<file path="src/rtl/sadc_pkg.sv">
package sadc_pkg;

    localparam int CTRL_W  = 8;
    localparam int FRAME_W = 16;
    localparam int RES_W   = 12;
    localparam int CH_W    = 3;
    localparam int NUM_CH  = 1 << CH_W;

    typedef enum logic [2:0] {
        ST_IDLE,
        ST_SEND,
        ST_WAIT,
        ST_READ,
        ST_FINISH,
        ST_GAP
    } seq_state_e;

    typedef struct packed {
        logic [CH_W-1:0] chan;
        logic            unipolar;
        logic            single_ended;
    } conv_cfg_t;

    // Start flag, channel, coding, input mode, external-clock power mode.
    function automatic logic [CTRL_W-1:0] build_ctrl(conv_cfg_t c);
        return {1'b1, c.chan, c.unipolar, c.single_ended, 2'b11};
    endfunction

endpackage

</file>
<file path="src/rtl/sadc_sclk_gen.sv">
module sadc_sclk_gen #(
    parameter int DIV_HALF = 50
) (
    input  logic clk,
    input  logic rst,
    input  logic en_i,
    output logic sclk_o,
    output logic rise_o,
    output logic fall_o
);
    localparam int CW = (DIV_HALF < 2) ? 1 : $clog2(DIV_HALF);

    logic [CW-1:0] cnt_q;
    logic          sclk_q;
    logic          terminal;

    assign terminal = (cnt_q == CW'(DIV_HALF - 1));
    assign rise_o   = en_i && terminal && !sclk_q;
    assign fall_o   = en_i && terminal &&  sclk_q;
    assign sclk_o   = sclk_q;

    always_ff @(posedge clk) begin
        if (rst || !en_i) begin
            cnt_q  <= '0;
            sclk_q <= 1'b0;
        end else if (terminal) begin
            cnt_q  <= '0;
            sclk_q <= ~sclk_q;
        end else begin
            cnt_q <= cnt_q + 1'b1;
        end
    end


    sclk_park_low_chk: assert property (@(posedge clk) disable iff (rst)
        !en_i |=> !sclk_o);

endmodule

</file>
<file path="src/rtl/sadc_edge_sync.sv">
module sadc_edge_sync #(
    parameter int STAGES = 2
) (
    input  logic clk,
    input  logic rst,
    input  logic async_i,
    output logic fall_o
);
    logic [STAGES-1:0] sync_q;
    logic              prev_q;

    always_ff @(posedge clk) begin
        if (rst) begin
            sync_q <= '1;
            prev_q <= 1'b1;
        end else begin
            sync_q <= {sync_q[STAGES-2:0], async_i};
            prev_q <= sync_q[STAGES-1];
        end
    end

    assign fall_o = prev_q && !sync_q[STAGES-1];


    strobe_single_pulse_chk: assert property (@(posedge clk) disable iff (rst)
        fall_o |=> !fall_o);

endmodule

</file>
<file path="src/rtl/sadc_result_bank.sv">
module sadc_result_bank #(
    parameter int NUM_CH = 8,
    parameter int RES_W  = 12
) (
    input  logic                      clk,
    input  logic                      rst,
    input  logic                      we_i,
    input  logic [$clog2(NUM_CH)-1:0] waddr_i,
    input  logic [RES_W-1:0]          wdata_i,
    input  logic [$clog2(NUM_CH)-1:0] raddr_i,
    output logic [RES_W-1:0]          rdata_o
);
    logic [RES_W-1:0] entry_q [NUM_CH];

    for (genvar g = 0; g < NUM_CH; g++) begin : g_entry
        always_ff @(posedge clk) begin
            if (rst) begin
                entry_q[g] <= '0;
            end else if (we_i && (waddr_i == g)) begin
                entry_q[g] <= wdata_i;
            end
        end
    end

    assign rdata_o = entry_q[raddr_i];

endmodule

</file>
<file path="src/rtl/serial_adc_ctl.sv">
module serial_adc_ctl
    import sadc_pkg::*;
#(
    parameter int DIV_HALF      = 50,
    parameter int TIMEOUT_SCLKS = 64,
    parameter int SYNC_STAGES   = 2
) (
    input  logic             clk,
    input  logic             rst,
    input  logic             start_i,
    input  logic             scan_i,
    input  logic [CH_W-1:0]  chan_i,
    input  logic             unipolar_i,
    input  logic             single_ended_i,
    input  logic [CH_W-1:0]  rf_rd_idx_i,
    output logic             busy_o,
    output logic             done_o,
    output logic             scan_done_o,
    output logic             timeout_o,
    output logic [RES_W-1:0] result_o,
    output logic [RES_W-1:0] rf_rd_data_o,
    output logic             adc_cs_n_o,
    output logic             adc_sclk_o,
    output logic             adc_din_o,
    input  logic             adc_sstrb_i,
    input  logic             adc_dout_i
);
    localparam int BIT_W = $clog2(FRAME_W);
    localparam int TO_W  = $clog2(TIMEOUT_SCLKS + 1);
    localparam logic [CH_W-1:0] LAST_CH = CH_W'(NUM_CH - 1);

    seq_state_e         state_q;
    conv_cfg_t          cfg_q, start_cfg;
    logic               scan_q, fail_q, timeout_q, done_q, scan_done_q;
    logic               cs_n_q, din_q;
    logic [CTRL_W-1:0]  ctrl_sr_q, start_ctrl, next_ctrl;
    logic [BIT_W-1:0]   bit_cnt_q;
    logic [TO_W-1:0]    to_cnt_q;
    logic [FRAME_W-1:0] frame_q;
    logic [RES_W-1:0]   result_q;
    logic               sclk_en, sclk_rise, sclk_fall, strobe_fall, bank_we;

    always_comb begin
        start_cfg.chan         = scan_i ? '0 : chan_i;
        start_cfg.unipolar     = unipolar_i;
        start_cfg.single_ended = single_ended_i;
    end

    assign start_ctrl = build_ctrl(start_cfg);
    assign next_ctrl  = build_ctrl(cfg_q);
    assign sclk_en    = (state_q == ST_SEND) || (state_q == ST_WAIT) ||
                        (state_q == ST_READ) || (state_q == ST_FINISH);
    assign bank_we    = (state_q == ST_FINISH) && sclk_fall && !fail_q;

    sadc_sclk_gen #(.DIV_HALF(DIV_HALF)) u_sclk (
        .clk(clk), .rst(rst), .en_i(sclk_en),
        .sclk_o(adc_sclk_o), .rise_o(sclk_rise), .fall_o(sclk_fall)
    );

    sadc_edge_sync #(.STAGES(SYNC_STAGES)) u_strobe (
        .clk(clk), .rst(rst), .async_i(adc_sstrb_i), .fall_o(strobe_fall)
    );

    sadc_result_bank #(.NUM_CH(NUM_CH), .RES_W(RES_W)) u_bank (
        .clk(clk), .rst(rst), .we_i(bank_we), .waddr_i(cfg_q.chan),
        .wdata_i(frame_q[FRAME_W-1 -: RES_W]), .raddr_i(rf_rd_idx_i),
        .rdata_o(rf_rd_data_o)
    );

    always_ff @(posedge clk) begin
        if (rst) begin
            state_q     <= ST_IDLE;
            cfg_q       <= '0;
            scan_q      <= 1'b0;
            fail_q      <= 1'b0;
            timeout_q   <= 1'b0;
            done_q      <= 1'b0;
            scan_done_q <= 1'b0;
            cs_n_q      <= 1'b1;
            din_q       <= 1'b0;
            ctrl_sr_q   <= '0;
            bit_cnt_q   <= '0;
            to_cnt_q    <= '0;
            frame_q     <= '0;
            result_q    <= '0;
        end else begin
            done_q      <= 1'b0;
            scan_done_q <= 1'b0;
            case (state_q)
                ST_IDLE: begin
                    if (start_i) begin
                        cfg_q     <= start_cfg;
                        scan_q    <= scan_i;
                        fail_q    <= 1'b0;
                        timeout_q <= 1'b0;
                        ctrl_sr_q <= start_ctrl;
                        din_q     <= start_ctrl[CTRL_W-1];
                        cs_n_q    <= 1'b0;
                        bit_cnt_q <= '0;
                        state_q   <= ST_SEND;
                    end
                end
                ST_SEND: begin
                    if (sclk_fall) begin
                        ctrl_sr_q <= ctrl_sr_q << 1;
                        din_q     <= ctrl_sr_q[CTRL_W-2];
                    end
                    if (sclk_rise) begin
                        bit_cnt_q <= bit_cnt_q + 1'b1;
                        if (bit_cnt_q == BIT_W'(CTRL_W - 1)) begin
                            to_cnt_q <= '0;
                            state_q  <= ST_WAIT;
                        end
                    end
                end
                ST_WAIT: begin
                    if (sclk_fall) din_q <= 1'b0;
                    if (strobe_fall) begin
                        bit_cnt_q <= '0;
                        state_q   <= ST_READ;
                    end else if (sclk_rise) begin
                        if (to_cnt_q == TO_W'(TIMEOUT_SCLKS - 1)) begin
                            fail_q  <= 1'b1;
                            state_q <= ST_FINISH;
                        end else begin
                            to_cnt_q <= to_cnt_q + 1'b1;
                        end
                    end
                end
                ST_READ: begin
                    if (sclk_rise) begin
                        frame_q   <= {frame_q[FRAME_W-2:0], adc_dout_i};
                        bit_cnt_q <= bit_cnt_q + 1'b1;
                        if (bit_cnt_q == BIT_W'(FRAME_W - 1)) state_q <= ST_FINISH;
                    end
                end
                ST_FINISH: begin
                    if (sclk_fall) begin
                        cs_n_q <= 1'b1;
                        if (fail_q) timeout_q <= 1'b1;
                        else        result_q  <= frame_q[FRAME_W-1 -: RES_W];
                        if (scan_q && !fail_q && cfg_q.chan != LAST_CH) begin
                            cfg_q.chan <= cfg_q.chan + 1'b1;
                            state_q    <= ST_GAP;
                        end else begin
                            done_q      <= 1'b1;
                            scan_done_q <= scan_q && !fail_q;
                            state_q     <= ST_IDLE;
                        end
                    end
                end
                ST_GAP: begin
                    ctrl_sr_q <= next_ctrl;
                    din_q     <= next_ctrl[CTRL_W-1];
                    cs_n_q    <= 1'b0;
                    bit_cnt_q <= '0;
                    state_q   <= ST_SEND;
                end
                default: state_q <= ST_IDLE;
            endcase
        end
    end

    assign busy_o      = (state_q != ST_IDLE);
    assign done_o      = done_q;
    assign scan_done_o = scan_done_q;
    assign timeout_o   = timeout_q;
    assign result_o    = result_q;
    assign adc_cs_n_o  = cs_n_q;
    assign adc_din_o   = din_q;


    idle_cs_high_chk: assert property (@(posedge clk) disable iff (rst)
        !busy_o |-> adc_cs_n_o);

    sclk_low_when_deselected_chk: assert property (@(posedge clk) disable iff (rst)
        adc_cs_n_o |-> !adc_sclk_o);

    start_bit_set_chk: assert property (@(posedge clk) disable iff (rst)
        (state_q == ST_SEND && bit_cnt_q == '0 && sclk_rise) |-> adc_din_o);

    done_one_cycle_chk: assert property (@(posedge clk) disable iff (rst)
        done_o |=> !done_o);

    scan_done_with_done_chk: assert property (@(posedge clk) disable iff (rst)
        scan_done_o |-> done_o);

    result_moves_at_release_chk: assert property (@(posedge clk) disable iff (rst)
        !$stable(result_o) |-> $rose(adc_cs_n_o));

    start_while_busy_ignored_chk: assert property (@(posedge clk) disable iff (rst)
        (state_q == ST_SEND && start_i) |=> $stable(cfg_q));

endmodule

</file>
<file path="config.mk">
export PLATFORM = sky130hd
export DESIGN_NAME = serial_adc_ctl
export DESIGN_NICKNAME = d
export VERILOG_FILES = /design/src/rtl/sadc_pkg.sv /design/src/rtl/sadc_sclk_gen.sv /design/src/rtl/sadc_edge_sync.sv /design/src/rtl/sadc_result_bank.sv /design/src/rtl/serial_adc_ctl.sv
export SDC_FILE = /design/constraint.sdc
export NUM_CORES = 1
export LEC_CHECK = 0
export BUFFER_PORTS_ARGS = -buffer_cell sky130_fd_sc_hd__buf_2
export CORE_MARGIN = 2
export CORE_UTILIZATION = 55
export DETAILED_ROUTE_END_ITERATION = 16
export PLACE_DENSITY = 0.81
export SLEW_MARGIN = 25
export SYNTH_ARGS = -nofsm -noshare
export SYNTH_HDL_FRONTEND = slang
export SYNTH_SLANG_ARGS = --single-unit
</file>
<file path="constraint.sdc">
create_clock -name clk -period 2.35 [get_ports clk]
set_input_delay 0.3525 -clock clk [delete_from_list [all_inputs] [get_ports clk]]
set_output_delay 0.3525 -clock clk [all_outputs]
set_load 0.01 [all_outputs]
</file>
==> impl_metrics.py <==
metrics = {
    "global_routing": {
        "grt_start_max_net_pins": 37,
        "grt_pass1_wl_mm": 26.9,
        "grtUsageTotal_pct": 24.0,
        "global_route.overflow_total": 0,
        "number_of_antenna_violations_at_the_first_check_in_global_routing": 1,
        "grt_pass1_vias": 5295,
    },
    "timing": {
        "finalSetupViolations": 0,
        "fmax_ghz": 0.455,
        "part_of_the_cycle_the_worst_path_needs_pct": 93.6,
        "timing_worst_slew_pin_value_ns": 0.569,
        "final_tns_setup_ns": 0,
        "maxSlewHeadroom_pct": 61.9,
        "fin_skew_ns": 0.0114,
        "report.final.slew_viol_count": 0,
        "timing.final.hold_violations": 0,
        "grt_setup_unrepaired": "false",
        "final.min_clock_period_ns": 2.20,
    },
    "routing": {
        "drt_first_pass_iters": 8,
        "route.antenna.remaining_nets": 0,
        "detail_route.wl_per_cell_um": 19.2,
        "postRouteWirelength_mm": 17.3,
        "route.detailed.vias_per_inst": 5.90,
        "drt_iter0_drc": 486,
        "vias": 5303,
        "post-route-drc-count": 0,
    },
    "power": {
        "maximum_vdd_drop_mv": 0.543,
        "internal-power_mw": 5.25,
        "sequentialPowerShare_pct": 47.9,
        "power.combinational.fraction_pct": 15.2,
        "power_per_cell_area_nw_per_um2": 813,
        "switching_share_pct": 25.8,
        "power.switching_mw": 1.82,
        "clkPwrFrac_pct": 36.9,
        "leakage_nw": 3.24,
    },
    "die": {
        "core_region_area_um2": 13800,
        "pin_count": 45,
        "placement_rows": 43,
        "initial_core_util_pct": 55.9,
        "die_height_um": 122,
        "dieArea_um2": 15000,
        "die_x_um": 122,
    },
    "yosys": {
        "leading_post_synthesis_cells_by_instance_count": "sky130_fd_sc_hd__edfxtp_1 (96), sky130_fd_sc_hd__nand2_1 (75), sky130_fd_sc_hd__dfxtp_1 (71)",
        "netlist_top_cells_area": "sky130_fd_sc_hd__edfxtp_1 (37%), sky130_fd_sc_hd__dfxtp_1 (18%), sky130_fd_sc_hd__mux4_2 (7.0%)",
        "postSynth.asyncResetShare_pct": 0,
        "synth_most_common_cell": "sky130_fd_sc_hd__edfxtp_1",
        "yosys.area.top_type_share_pct": 37.4,
        "syn-mean-instance-area_um2": 11.5,
        "synth.lib_cells_used.distinct": 60,
        "post_synthesis_register_bit_count": 167,
        "synthCells": 667,
        "ys_seq_area_share_pct": 55.9,
        "syn_area_um2": 7700,
        "synth.net_count": 691,
        "yosysTopAreaCell": "sky130_fd_sc_hd__edfxtp_1",
        "yosys_most_used_dff": "sky130_fd_sc_hd__edfxtp_1",
        "synth-edff-count": 96,
        "yosys_warn_count": 0,
    },
    "setup_path": {
        "worst_path_dominant_cell_family": "simple AND/OR/NAND/NOR gates",
        "end_kind": "flip-flop",
        "timing.critical_path.from_type": "flip-flop",
        "most_frequent_cell_on_critical_path": "sky130_fd_sc_hd__and2_1",
        "cpPeakStageDelay_ns": 0.49,
        "timing.critical_path.arrival_ns": 2.49,
        "worst-path-max-fanout": 12,
        "crit_slowest_cell": "sky130_fd_sc_hd__or4_4",
        "worst_setup_path_category": "flip-flop to flip-flop",
        "worst_path_cell_trace": "ha_1 -> and2_1 -> nand3_2 -> or4_4 -> nor2_2 -> and2_1",
        "crit_required_ns": 2.64,
        "number_of_buffers_and_inverters_on_the_critical_path": 0,
    },
    "placement": {
        "routability_congestion": 0.894,
        "dpl-instance-area_um2": 8140,
        "hpwlAfterDp_mm": 11.4,
        "dp_cells": 865,
        "placement.io_buffers": 44,
    },
    "min_path": {
        "worst_hold_path_type": "input port to flip-flop",
    },
    "clock_network": {
        "clock_tree.buffer_depth": 2,
        "clkTransAtPathRegs_ns": 0.06,
        "cts_htree_levels": 4,
        "cts_buffers": 17,
        "clock_insertion_delay_worst_skew_ns": 0.43,
        "cts_tree": "done",
        "cts_num_sinks": 167,
        "postCtsResizedCells": 0,
        "cell_chosen_for_the_clock_root": "sky130_fd_sc_hd__clkbuf_16",
    },
    "status": {
        "run_status": "finished clean",
    },
    "layout": {
        "fillerInstances": 1069,
        "layout.cell_area.non_filler_um2": 8700,
        "drive_gt1_share_pct": 21.6,
        "post_layout_nonfiller_instances": 899,
        "antennaDiodeCount": 0,
        "syn_to_final_growth_pct": 12.9,
        "final_nets": 730,
    },
    "flow_run": {
        "max-cap-violations": 0,
    },
}
-- cell usage in the layout (no fill, tap or decap), types with 7 or more instances in the layout --
cell / n
sky130_fd_sc_hd__a211oi_1: 8
sky130_fd_sc_hd__a21o_1: 8
sky130_fd_sc_hd__a21oi_1: 41
sky130_fd_sc_hd__and2_1: 64
sky130_fd_sc_hd__and3_1: 38
sky130_fd_sc_hd__buf_2: 44
sky130_fd_sc_hd__buf_4: 26
sky130_fd_sc_hd__clkbuf_16: 17
sky130_fd_sc_hd__clkinv_1: 7
sky130_fd_sc_hd__dfxtp_1: 71
sky130_fd_sc_hd__edfxtp_1: 96
sky130_fd_sc_hd__ha_1: 10
sky130_fd_sc_hd__inv_1: 14
sky130_fd_sc_hd__mux2_2: 12
sky130_fd_sc_hd__mux2i_1: 14
sky130_fd_sc_hd__mux4_2: 24
sky130_fd_sc_hd__nand2_1: 75
sky130_fd_sc_hd__nand3_1: 8
sky130_fd_sc_hd__nor2_1: 37
sky130_fd_sc_hd__o21ai_0: 15
sky130_fd_sc_hd__xnor2_1: 8
-- through the flow --
| step | worst slack (ns) | util [%] | total power, mW | hold WS, ns |
|---|---|---|---|---|
| after floorplan | 0.212 | - | 4.19 | 0.389 |
| after global placement | 0.134 | 59.1 | 4.45 | 0.397 |
| after detailed placement | 0.0674 | 59.1 | 4.49 | 0.402 |
| after CTS | 0.0609 | 63.0 | 7.06 | 0.0928 |
| after global routing | 0.0144 | 63.1 | 7.29 | 0.0995 |
| final | 0.151 | 63.1 | 7.07 | 0.102 |
-- state kept, by name, summed over array words and instances, names as in the netlist --
register and count:
done_o 1, scan_done_o 1, u_strobe.prev_q 1, u_strobe.sync_q 2, frame_q 16, result_o 12, timeout_o 1, bit_cnt_q 4
to_cnt_q 7, adc_cs_n_o 1, cfg_q 5, ctrl_sr_q 7, u_bank.entry_q 96, adc_din_o 1, scan_q 1, state_q 3
fail_q 1, u_sclk.cnt_q 6, u_sclk.sclk_o 1
-- routing by layer --
layer / vias up / share of wire, % / track usage, %
met5: - / 0.075 / 0
met4: 2 / 2.7 / 11.2
met3: 41 / 6.0 / 5.16
met2: 226 / 52 / 42.1
met1: 2578 / 40 / 28.2
li1: 2456 / - / -
-- power by group through the flow --
stage	clock network [mW]	registers [mW]	logic, mW
after CTS	2.62	3.38	1.05
after floorplan	0	3.40	0.784
after global routing	2.72	3.40	1.17
final	2.61	3.38	1.08
after detailed placement	0	3.44	1.04
after global placement	0	3.43	1.02
-- repair_timing --
| action | CTS | global route |
|---|---|---|
| hold buffers | 0 | 0 |
| setup endpoints to repair | 0 | 6 |
| buffers inserted | 0 | 2 |
-- path summary, 6_finish.rpt --
kind | start | endpoint | slack [ns] | cells past startpoint
max | u_sclk.cnt_q[0]$_SDFF_PP0_ | u_bank.entry_q[2][11]$_SDFFCE_PN0P_ | 0.15 | 6
min | adc_sstrb_i | u_strobe.sync_q[0]$_SDFF_PP1_ | 0.10 | 2
max reg2reg | u_sclk.cnt_q[0]$_SDFF_PP0_ | u_bank.entry_q[2][11]$_SDFFCE_PN0P_ | 0.15 | 6
min reg2reg | u_strobe.sync_q[0]$_SDFF_PP1_ | u_strobe.sync_q[1]$_SDFF_PP1_ | 0.42 | 1
-- logic make-up after synthesis --
kind of cell	Yosys count	share of synthesized area, %
adder cells (fa/ha/maj)	10	1.62
flip-flops	167	55.9
buffers and inverters	66	3.72
multiplexers	50	10.6
AND/OR/NAND/NOR	270	19.3
AO/OA/AOI/OAI	94	7.78
XOR/XNOR	10	1.14
-- final cells by class --
| cell class | count | area [um2] | share of cell area [%] |
|---|---|---|---|
| multi-input combinational | 434 | 3110 | 35.8 |
| clock inverter | 13 | 113 | 1.29 |
| sequential | 167 | 4300 | 49.5 |
| inverter | 14 | 52.6 | 0.604 |
| tap | 180 | 225 | 2.59 |
| timing repair buffer | 72 | 455 | 5.24 |
| clock buffer | 19 | 433 | 4.98 |
Note: power is estimated with default switching activity, not from simulation.
